## src/rtl/dtm_pkg.sv

```systemverilog
`timescale 1ns/1ps
package dtm_pkg;
   typedef enum logic [1:0] {
      ST_IDLE = 2'd0,
      ST_WAIT = 2'd1,
      ST_RUN  = 2'd2,
      ST_HELD = 2'd3
   } dtm_state_e;
endpackage

```

## src/rtl/dtm_rise.sv

```systemverilog
`timescale 1ns/1ps
module dtm_rise (
   input  logic clk,
   input  logic rst_n,
   input  logic level,
   output logic rise
);
   logic level_q;

   always_ff @(posedge clk or negedge rst_n) begin
      if (!rst_n) level_q <= 1'b0;
      else        level_q <= level;
   end

   assign rise = level & ~level_q;
endmodule

```

## src/rtl/dtm_delay.sv

```systemverilog
`timescale 1ns/1ps
module dtm_delay #(
   parameter int unsigned DLY_W     = 8,
   parameter bit          USE_DELAY = 1'b1
) (
   input  logic             clk,
   input  logic             rst_n,
   input  logic             load,
   input  logic [DLY_W-1:0] cfg,
   input  logic             tick,
   output logic             cfg_zero,
   output logic             last
);
   generate
      if (USE_DELAY) begin : g_delay
         logic [DLY_W-1:0] rem_q;

         always_ff @(posedge clk or negedge rst_n) begin
            if (!rst_n)                     rem_q <= '0;
            else if (load)                  rem_q <= cfg;
            else if (tick && rem_q != '0)   rem_q <= rem_q - 1'b1;
         end

         assign cfg_zero = (cfg == '0);
         assign last     = (rem_q == DLY_W'(1));
      end else begin : g_nodelay
         logic unused_sink;
         assign unused_sink = ^{cfg, load, tick, clk, rst_n};
         assign cfg_zero    = 1'b1;
         assign last        = 1'b1;
      end
   endgenerate
endmodule

```

## src/rtl/dtm_gcount.sv

```systemverilog
`timescale 1ns/1ps
module dtm_gcount #(
   parameter int unsigned W = 16
) (
   input  logic         clk,
   input  logic         rst_n,
   input  logic         clr,
   input  logic         inc,
   output logic [W-1:0] value,
   output logic         at_max
);
   localparam logic [W-1:0] FULL = {W{1'b1}};

   assign at_max = (value == FULL);

   always_ff @(posedge clk or negedge rst_n) begin
      if (!rst_n)               value <= '0;
      else if (clr)             value <= '0;
      else if (inc && !at_max)  value <= value + 1'b1;
   end
endmodule

```

## src/rtl/dtm_counter.sv

```systemverilog
`timescale 1ns/1ps
module dtm_counter
   import dtm_pkg::*;
#(
   parameter int unsigned CNT_W     = 16,
   parameter int unsigned DLY_W     = 8,
   parameter bit          USE_DELAY = 1'b1
) (
   input  logic             clk,
   input  logic             rst_n,
   input  logic             start_i,
   input  logic             sw_open_i,
   input  logic             cmp_above_i,
   input  logic [DLY_W-1:0] delay_i,
   output logic [CNT_W-1:0] result_o,
   output logic             valid_o,
   output logic             overflow_o
);
   localparam logic [CNT_W-1:0] RES_FULL = {CNT_W{1'b1}};

   initial begin
      if (CNT_W < 2)  $error("dtm_counter: CNT_W must be at least 2");
      if (DLY_W < 1)  $error("dtm_counter: DLY_W must be at least 1");
   end

   dtm_state_e       st_q, st_d;
   logic             armed_q;
   logic             sw_rise, launch;
   logic             cnt_clr, cnt_inc, cnt_at_max;
   logic [CNT_W-1:0] cnt_val;
   logic             dly_load, dly_tick, dly_zero, dly_last;
   logic             cap, cap_ovf;

   dtm_rise u_rise (
      .clk   (clk),
      .rst_n (rst_n),
      .level (sw_open_i),
      .rise  (sw_rise)
   );

   dtm_delay #(.DLY_W(DLY_W), .USE_DELAY(USE_DELAY)) u_delay (
      .clk      (clk),
      .rst_n    (rst_n),
      .load     (dly_load),
      .cfg      (delay_i),
      .tick     (dly_tick),
      .cfg_zero (dly_zero),
      .last     (dly_last)
   );

   dtm_gcount #(.W(CNT_W)) u_count (
      .clk    (clk),
      .rst_n  (rst_n),
      .clr    (cnt_clr),
      .inc    (cnt_inc),
      .value  (cnt_val),
      .at_max (cnt_at_max)
   );

   assign launch = sw_rise & armed_q;

   always_comb begin
      st_d     = st_q;
      cnt_clr  = 1'b0;
      cnt_inc  = 1'b0;
      dly_load = 1'b0;
      dly_tick = 1'b0;
      cap      = 1'b0;
      cap_ovf  = 1'b0;
      if (launch) begin
         cnt_clr  = 1'b1;
         dly_load = 1'b1;
         st_d     = dly_zero ? ST_RUN : ST_WAIT;
      end else begin
         case (st_q)
            ST_WAIT: begin
               if (!sw_open_i) st_d = ST_IDLE;
               else begin
                  dly_tick = 1'b1;
                  if (dly_last) st_d = ST_RUN;
               end
            end
            ST_RUN: begin
               if (!sw_open_i) st_d = ST_IDLE;
               else if (!cmp_above_i) begin
                  cap  = 1'b1;
                  st_d = ST_HELD;
               end else if (cnt_at_max) begin
                  cap     = 1'b1;
                  cap_ovf = 1'b1;
                  st_d    = ST_HELD;
               end else begin
                  cnt_inc = 1'b1;
               end
            end
            default: st_d = st_q;
         endcase
      end
   end

   always_ff @(posedge clk or negedge rst_n) begin
      if (!rst_n) begin
         st_q       <= ST_IDLE;
         armed_q    <= 1'b0;
         result_o   <= '0;
         valid_o    <= 1'b0;
         overflow_o <= 1'b0;
      end else begin
         st_q    <= st_d;
         armed_q <= armed_q | start_i;
         valid_o <= cap;
         if (cap) begin
            result_o   <= cap_ovf ? RES_FULL : cnt_val;
            overflow_o <= cap_ovf;
         end
      end
   end
endmodule

```

## config.mk

```make
export PLATFORM = sky130hd
export DESIGN_NAME = dtm_counter
export DESIGN_NICKNAME = d
export VERILOG_FILES = /design/src/rtl/dtm_pkg.sv /design/src/rtl/dtm_rise.sv /design/src/rtl/dtm_delay.sv /design/src/rtl/dtm_gcount.sv /design/src/rtl/dtm_counter.sv
export SDC_FILE = /design/constraint.sdc
export NUM_CORES = 1
export LEC_CHECK = 0
export BUFFER_PORTS_ARGS = -buffer_cell sky130_fd_sc_hd__buf_2
export CAP_MARGIN = 20
export CORE_AREA = 2 2 65 67
export DETAILED_ROUTE_END_ITERATION = 7
export DIE_AREA = 0 0 67 69
export PLACE_DENSITY_LB_ADDON = 0.05
export SLEW_MARGIN = 20
export SYNTH_ARGS = -nofsm -noshare
export SYNTH_HDL_FRONTEND = slang
export SYNTH_SLANG_ARGS = --single-unit
```

## constraint.sdc

```tcl
create_clock -name clk -period 3.77 [get_ports clk]
set_input_delay 0.754 -clock clk [delete_from_list [all_inputs] [get_ports clk]]
set_output_delay 0.754 -clock clk [all_outputs]
set_load 0.01 [all_outputs]
```

==> results of run 1 <==
==> cell usage in the layout (no fill, tap or decap), drive strengths merged, types with 2 or more instances in the layout <==
cell type and instances:
nor2 17, xnor2 7, nor3 10, o22ai 2, a221o 2, o21ai 8, nand2 12, nor3b 3
nand2b 2, clkbuf 7, o31ai 2, or4 4, a211oi 4, nor2b 2, inv 9, nand3 12
and3 4, a21oi 8, dfrtp 46, o22a 16, nand4 3, or2 3, ha 4, buf 31
a211o 2, o211ai 3, or3 5, nor4 7
==> routing by layer <==
layer	global-route usage, %	share of wire [%]	vias up
met4	8.39	1.4	0
li1	-	-	864
met5	0	0	-
met1	31.9	45	903
met2	37.2	51	32
met3	6.36	3.1	8
==> worst max-delay path: cells and delay by family (launching register included) <==
family | cells | cell delay, ps
flip-flops | 1 | 470
AO/OA/AOI/OAI | 2 | 380
AND/OR/NAND/NOR | 3 | 1360
==> logic make-up after synthesis <==
logic type | synth area share, %
AOI/OAI and AO/OA | 17.4
xor gates and xnor gates | 2.71
adders and majority gates | 2.21
buffers and inverters | 3.43
DFF | 50.9
muxes | 0.940
and+or+nand+nor | 22.5
==> cell type report <==
class | count | area (sq um) | share of cell area (%)
clock inverter | 1 | 30.0 | 1.18
timing repair buffer | 31 | 160 | 6.28
inverter | 9 | 33.8 | 1.33
multi-input combinational | 154 | 1030 | 40.6
sequential | 46 | 1150 | 45.2
tap | 50 | 62.6 | 2.45
clock buffer | 7 | 76.3 | 2.99
==> flip-flops by register name, summed over array words and instances, names as in the netlist <==
| name | count |
|---|---|
| u_delay.g_delay.rem_q | 8 |
| u_count.value | 16 |
| result_o | 16 |
| valid_o | 1 |
| overflow_o | 1 |
| armed_q | 1 |
| u_rise.level_q | 1 |
| st_q | 2 |
==> Yosys cell counts (all sizes together) <==
library cell  number  area [sq um]
a21o               1          7.51
o21a               1          7.51
or3                5          31.3
nand3b             1          7.51
mux2               1          11.3
nand2             12          45.0
a31oi              1          6.26
and4               1          8.76
and3               4          30.0
or3b               1          8.76
a221o              2          20.0
o31ai              2          15.0
inv                9          33.8
nand3             12          60.1
nor2              17          66.3
a2111o             1          11.3
o211ai             3          22.5
a21bo              1          10.0
nand4              3          18.8
nor3              10          50.1
a211o              2          17.5
xnor2              7          61.3
nor2b              2          12.5
o22a              16           140
o22ai              2          12.5
nor4               7          58.8
nand2b             2          12.5
or4                4          33.8
mux2i              1          10.0
clkbuf             3          11.3
a21oi              8          43.8
o311ai             1          8.76
ha                 4          50.1
or2                3          18.8
a211oi             4          30.0
nor4b              1          23.8
buf                4          32.5
nor3b              3          22.5
dfrtp             46          1150
o21ai              8          40.0
==> final timing paths <==
| check | startpoint | end | slack (ps) |
|---|---|---|---|
| max in group asynchronous | rst_n | u_delay.g_delay.rem_q[0] | 2940 |
| max reg2reg | u_count.value[6] | result_o[9] | 1500 |
| max | u_count.value[6] | result_o[9] | 1500 |
| min in group clk | overflow_o | overflow_o | 490 |
| min | rst_n | valid_o | 450 |
| min reg2reg | overflow_o | overflow_o | 490 |
==> power groups by stage <==
stage	clock network (mW)	registers, mW	logic, mW
final	0.353	0.702	0.406
after global routing	0.392	0.721	0.459
after CTS	0.360	0.702	0.414
after detailed placement	0	0.712	0.413
after global placement	0	0.701	0.397
after floorplan	0	0.744	0.221
==> metrics by stage <==
step                      hold WS, ps  area (sq um)
after floorplan                   458          2260
after global placement            471          2440
after detailed placement          482          2440
after CTS                         500          2550
after global routing              492          2550
final                             448          2550
==> metrics.csv, run 1 <==
metric,value,unit
grt_pass1_vias,1881,
final_nets,264,
routed_wl,4730,microns
finalSetupViolCount,0,
power.leakage,1.11,nW
fin_cells,298,
first_pass_iters,4,
rows,23,
die_y,69,microns
dp_slack,1240,ps
p_seq_share,48.1,%
avgViaCountPerCell,6.06,
ant_nets,0,
p_sw,441,uW
h-tree-depth,2,
synthesis.area,2260,sq um
grt.total_usage,23.9,%
drv_cap,0,
pwr-share-comb,27.8,%
max_freq,0.440,GHz
switching_share,30.2,%
yosysSeqAreaShare,50.9,%
area_growth,12.6,%
numCtsBuffers,5,
clkPwrFrac,24.2,%
cp-end-kind,flop,
cts_root_buf,clkbuf_8,
initial_core_util,57.8,%
synth_cell_types,47,
worst_path_largest_cell_delay,600,ps
crit_path_top_delay_cell,nor2_2,
rsz0062_at_grt,no,
power_density,573,nW/um^2
drt_iter0_markers,146,
cts_hold_buf,0,
worst_pin_slew,759,ps
synth_cells,216,
cts_tree,yes,
final.min_clock_period,2270,ps
cts_resized,0,
avgSynthCellArea,10.5,sq um
drc,0,
vdd_drop_max,0.248,mV
grt_overflow_total,0,
ff2ff_path_depth,5,
criticalPathCategory,reg2reg,
slew_headroom,49.3,%
place_congestion,0.906,
grt_pass1_wl,8610,microns
path_cells,nand4_1 -> nor4_4 -> a21oi_1 -> nor2_2 -> o22a_1,
outcome,"complete, no violations",
hold_class,in2async,
clk_pin_slew,80,ps
maxSlewViolCount,0,
ios,31,
fin_util,65.1,%
arrival,2500,ps
start_kind,flop,
dp_hpwl,3450,microns
die_w,67,microns
hold_viol,0,
layout-drive-gt1-share,20.2,%
clk_latency,290,ps
antenna_found_initial,0,
syn-num-nets,233,
ys.warnings.count,0,
setup_tns,0,ps
intPower,1.02,mW
required,4000,ps
vias,1807,
fillers,345,
cp_max_fo,17,
final.setup_skew,2.95,ps
dp_cells,290,
timing.final.crit_share,60.3,%
setup_ws,1500,ps
grt_max_degree,47,
wl_per_cell,15.9,microns
core_area,3910,sq um
cts_setup_buffers,0,
clock-sinks,46,
dieArea,4620,sq um
p_total,1.46,mW
cts_buffer_depth,2,
ys_ff_latch,46,
antennaDiodeCount,0,
port-buffer-count,30,
Power figures use the tool's default switching activity.
==> run 2: changes to the inputs <==
- CORE_AREA: 2 2 65 67 -> 2 2 70 72
- DIE_AREA: 0 0 67 69 -> 0 0 72 74
- clock period: 3.77 -> 1.9 ns (I/O delays scaled with it)
==> metrics.csv, run 2 (synthesized netlist as in run 1, its figures left out) <==
metric,value,unit,change
fin_util,65.3,%,was 65.1%
criticalPathCategory,reg2reg,,unchanged
layout-drive-gt1-share,38.5,%,was 20.2%
clock-sinks,46,,unchanged
cp-end-kind,flop,,unchanged
initial_core_util,49.2,%,was 57.8%
dp_cells,341,,was 290
place_congestion,0.821,,was 0.906
dp_slack,-116,ps,was 1240 ps
required,2080,ps,was 4000 ps
final_nets,315,,was 264
hold_viol,0,,unchanged
worst_pin_slew,570,ps,was 759 ps
port-buffer-count,30,,unchanged
maxSlewViolCount,0,,unchanged
ios,31,,unchanged
arrival,2150,ps,was 2500 ps
vdd_drop_max,0.527,mV,was 0.248 mV
max_freq,0.509,GHz,was 0.440 GHz
p_total,2.97,mW,was 1.46 mW
cts_buffer_depth,2,,unchanged
rsz0062_at_grt,yes,,was no
die_w,72,microns,was 67 microns
antenna_found_initial,0,,unchanged
drv_cap,0,,unchanged
die_y,74,microns,was 69 microns
final.min_clock_period,1960,ps,was 2270 ps
cp_max_fo,4,,was 17
first_pass_iters,4,,unchanged
outcome,finished with violations,,"was complete, no violations"
grt_overflow_total,0,,unchanged
area_growth,32.6,%,was 12.6%
finalInstanceArea,3000,sq um,was 2550 sq um
setup_tns,-191,ps,was 0 ps
slew_headroom,62.0,%,was 49.3%
fin_hold_ws,164,ps,was 448 ps
drt_iter0_markers,101,,was 146
dieArea,5330,sq um,was 4620 sq um
final.setup_skew,2.90,ps,was 2.95 ps
hold_class,in2async,,unchanged
vias,1943,,"was 1,807"
fillers,384,,was 345
setup_ws,-64.0,ps,was 1500 ps
drc,0,,unchanged
grt_pass1_wl,8680,microns,was 8610 microns
reg_top3,"result_o (16), u_count.value (16), u_delay.g_delay.rem_q (8)",,unchanged
placed_cell_area,2810,sq um,was 2440 sq um
power.leakage,1.38,nW,was 1.11 nW
finalSetupViolCount,6,,was 0
cts_tree,yes,,unchanged
grt_pass1_vias,1846,,"was 1,881"
cts_root_buf,clkbuf_8,,unchanged
rows,25,,was 23
layout_common_cells,"buf_4 (50), dfrtp_1 (46), buf_2 (30)",,"was dfrtp_1 (46), buf_2 (29), nor2_1 (16), o22a_1 (16)"
wl_per_cell,14.0,microns,was 15.9 microns
core_area,4600,sq um,was 3910 sq um
avgViaCountPerCell,5.50,,was 6.06
clk_latency,290,ps,about the same
final_common_cell,buf_4,,was dfrtp_1
numCtsBuffers,5,,unchanged
grt_max_degree,47,,unchanged
grt.total_usage,21.2,%,was 23.9%
routed_wl,4940,microns,was 4730 microns
clk_pin_slew,80,ps,about the same
start_kind,flop,,unchanged
h-tree-depth,2,,unchanged
dp_hpwl,3660,microns,was 3450 microns
antennaDiodeCount,0,,unchanged
fin_cells,353,,was 298
ant_nets,0,,unchanged
power_density,989,nW/um^2,was 573 nW/um^2
timing.final.crit_share,103,%,was 60.3%
violations,setup timing,,
==> run 2: changes by cell type in the layout (fill, tap and decap cells not counted), moves of 2 or more <==
cell	delta
a21oi_1	-2
nor3_1	-2
buf_6	+2
buf_4	+48
o21ai_1	+2
a211oi_1	-2
nor3_2	+2
a211oi_2	+2
o21ai_0	-2
==> run 2: final timing paths <==
check	to	slack, ps	cells after the start	from
max reg2reg	u_delay.g_delay.rem_q[4]	-60	5	u_delay.g_delay.rem_q[4]
min	result_o[12]	160	2	rst_n
max	u_delay.g_delay.rem_q[4]	-60	5	u_delay.g_delay.rem_q[4]
max in group asynchronous	u_delay.g_delay.rem_q[0]	1350	2	rst_n
min in group clk	armed_q	270	2	start_i
min reg2reg	result_o[11]	500	1	result_o[11]
==> run 2: critical path, stage by stage, from the launching register on <==
cell and delay (ps):
dfrtp_1 400, or4_4 570, nor4b_4 290, nor2_1 110, a21bo_2 210, a221o_1 280
==> run 2: per-layer routing <==
layer	up-vias	part of all wire, %	global-route usage (%)
met1	938	48	29.1
met3	5	2.5	3.66
met5	-	0	0
li1	976	-	-
met2	24	48	35.1
met4	0	1.2	6.29
==> run 2: cell type report <==
cell class / count / area (sq um) / share of cell area (%)
repair buffers: 82 / 548 / 18.3
inverters: 9 / 33.8 / 1.13
clock inverters: 1 / 5.00 / 0.167
clock buffers: 7 / 86.3 / 2.88
multi-input cells: 154 / 1110 / 36.9
well taps: 54 / 67.6 / 2.25
flip-flops and latches: 46 / 1150 / 38.4
==> run 2: power by group <==
group          leakage, nW  switching [mW]  internal, mW
sequential           0.585           0.143          1.22
combinational        0.749           0.446         0.545
clock               0.0482           0.316         0.294
==> run 2: what timing repair did <==
action / CTS / global route
hold buffers: 0 / 0
setup endpoints to repair: 13 / 28
pin swaps: 1 / 8
setup buffers: 2 / 2
gates resized for setup: 8 / 10
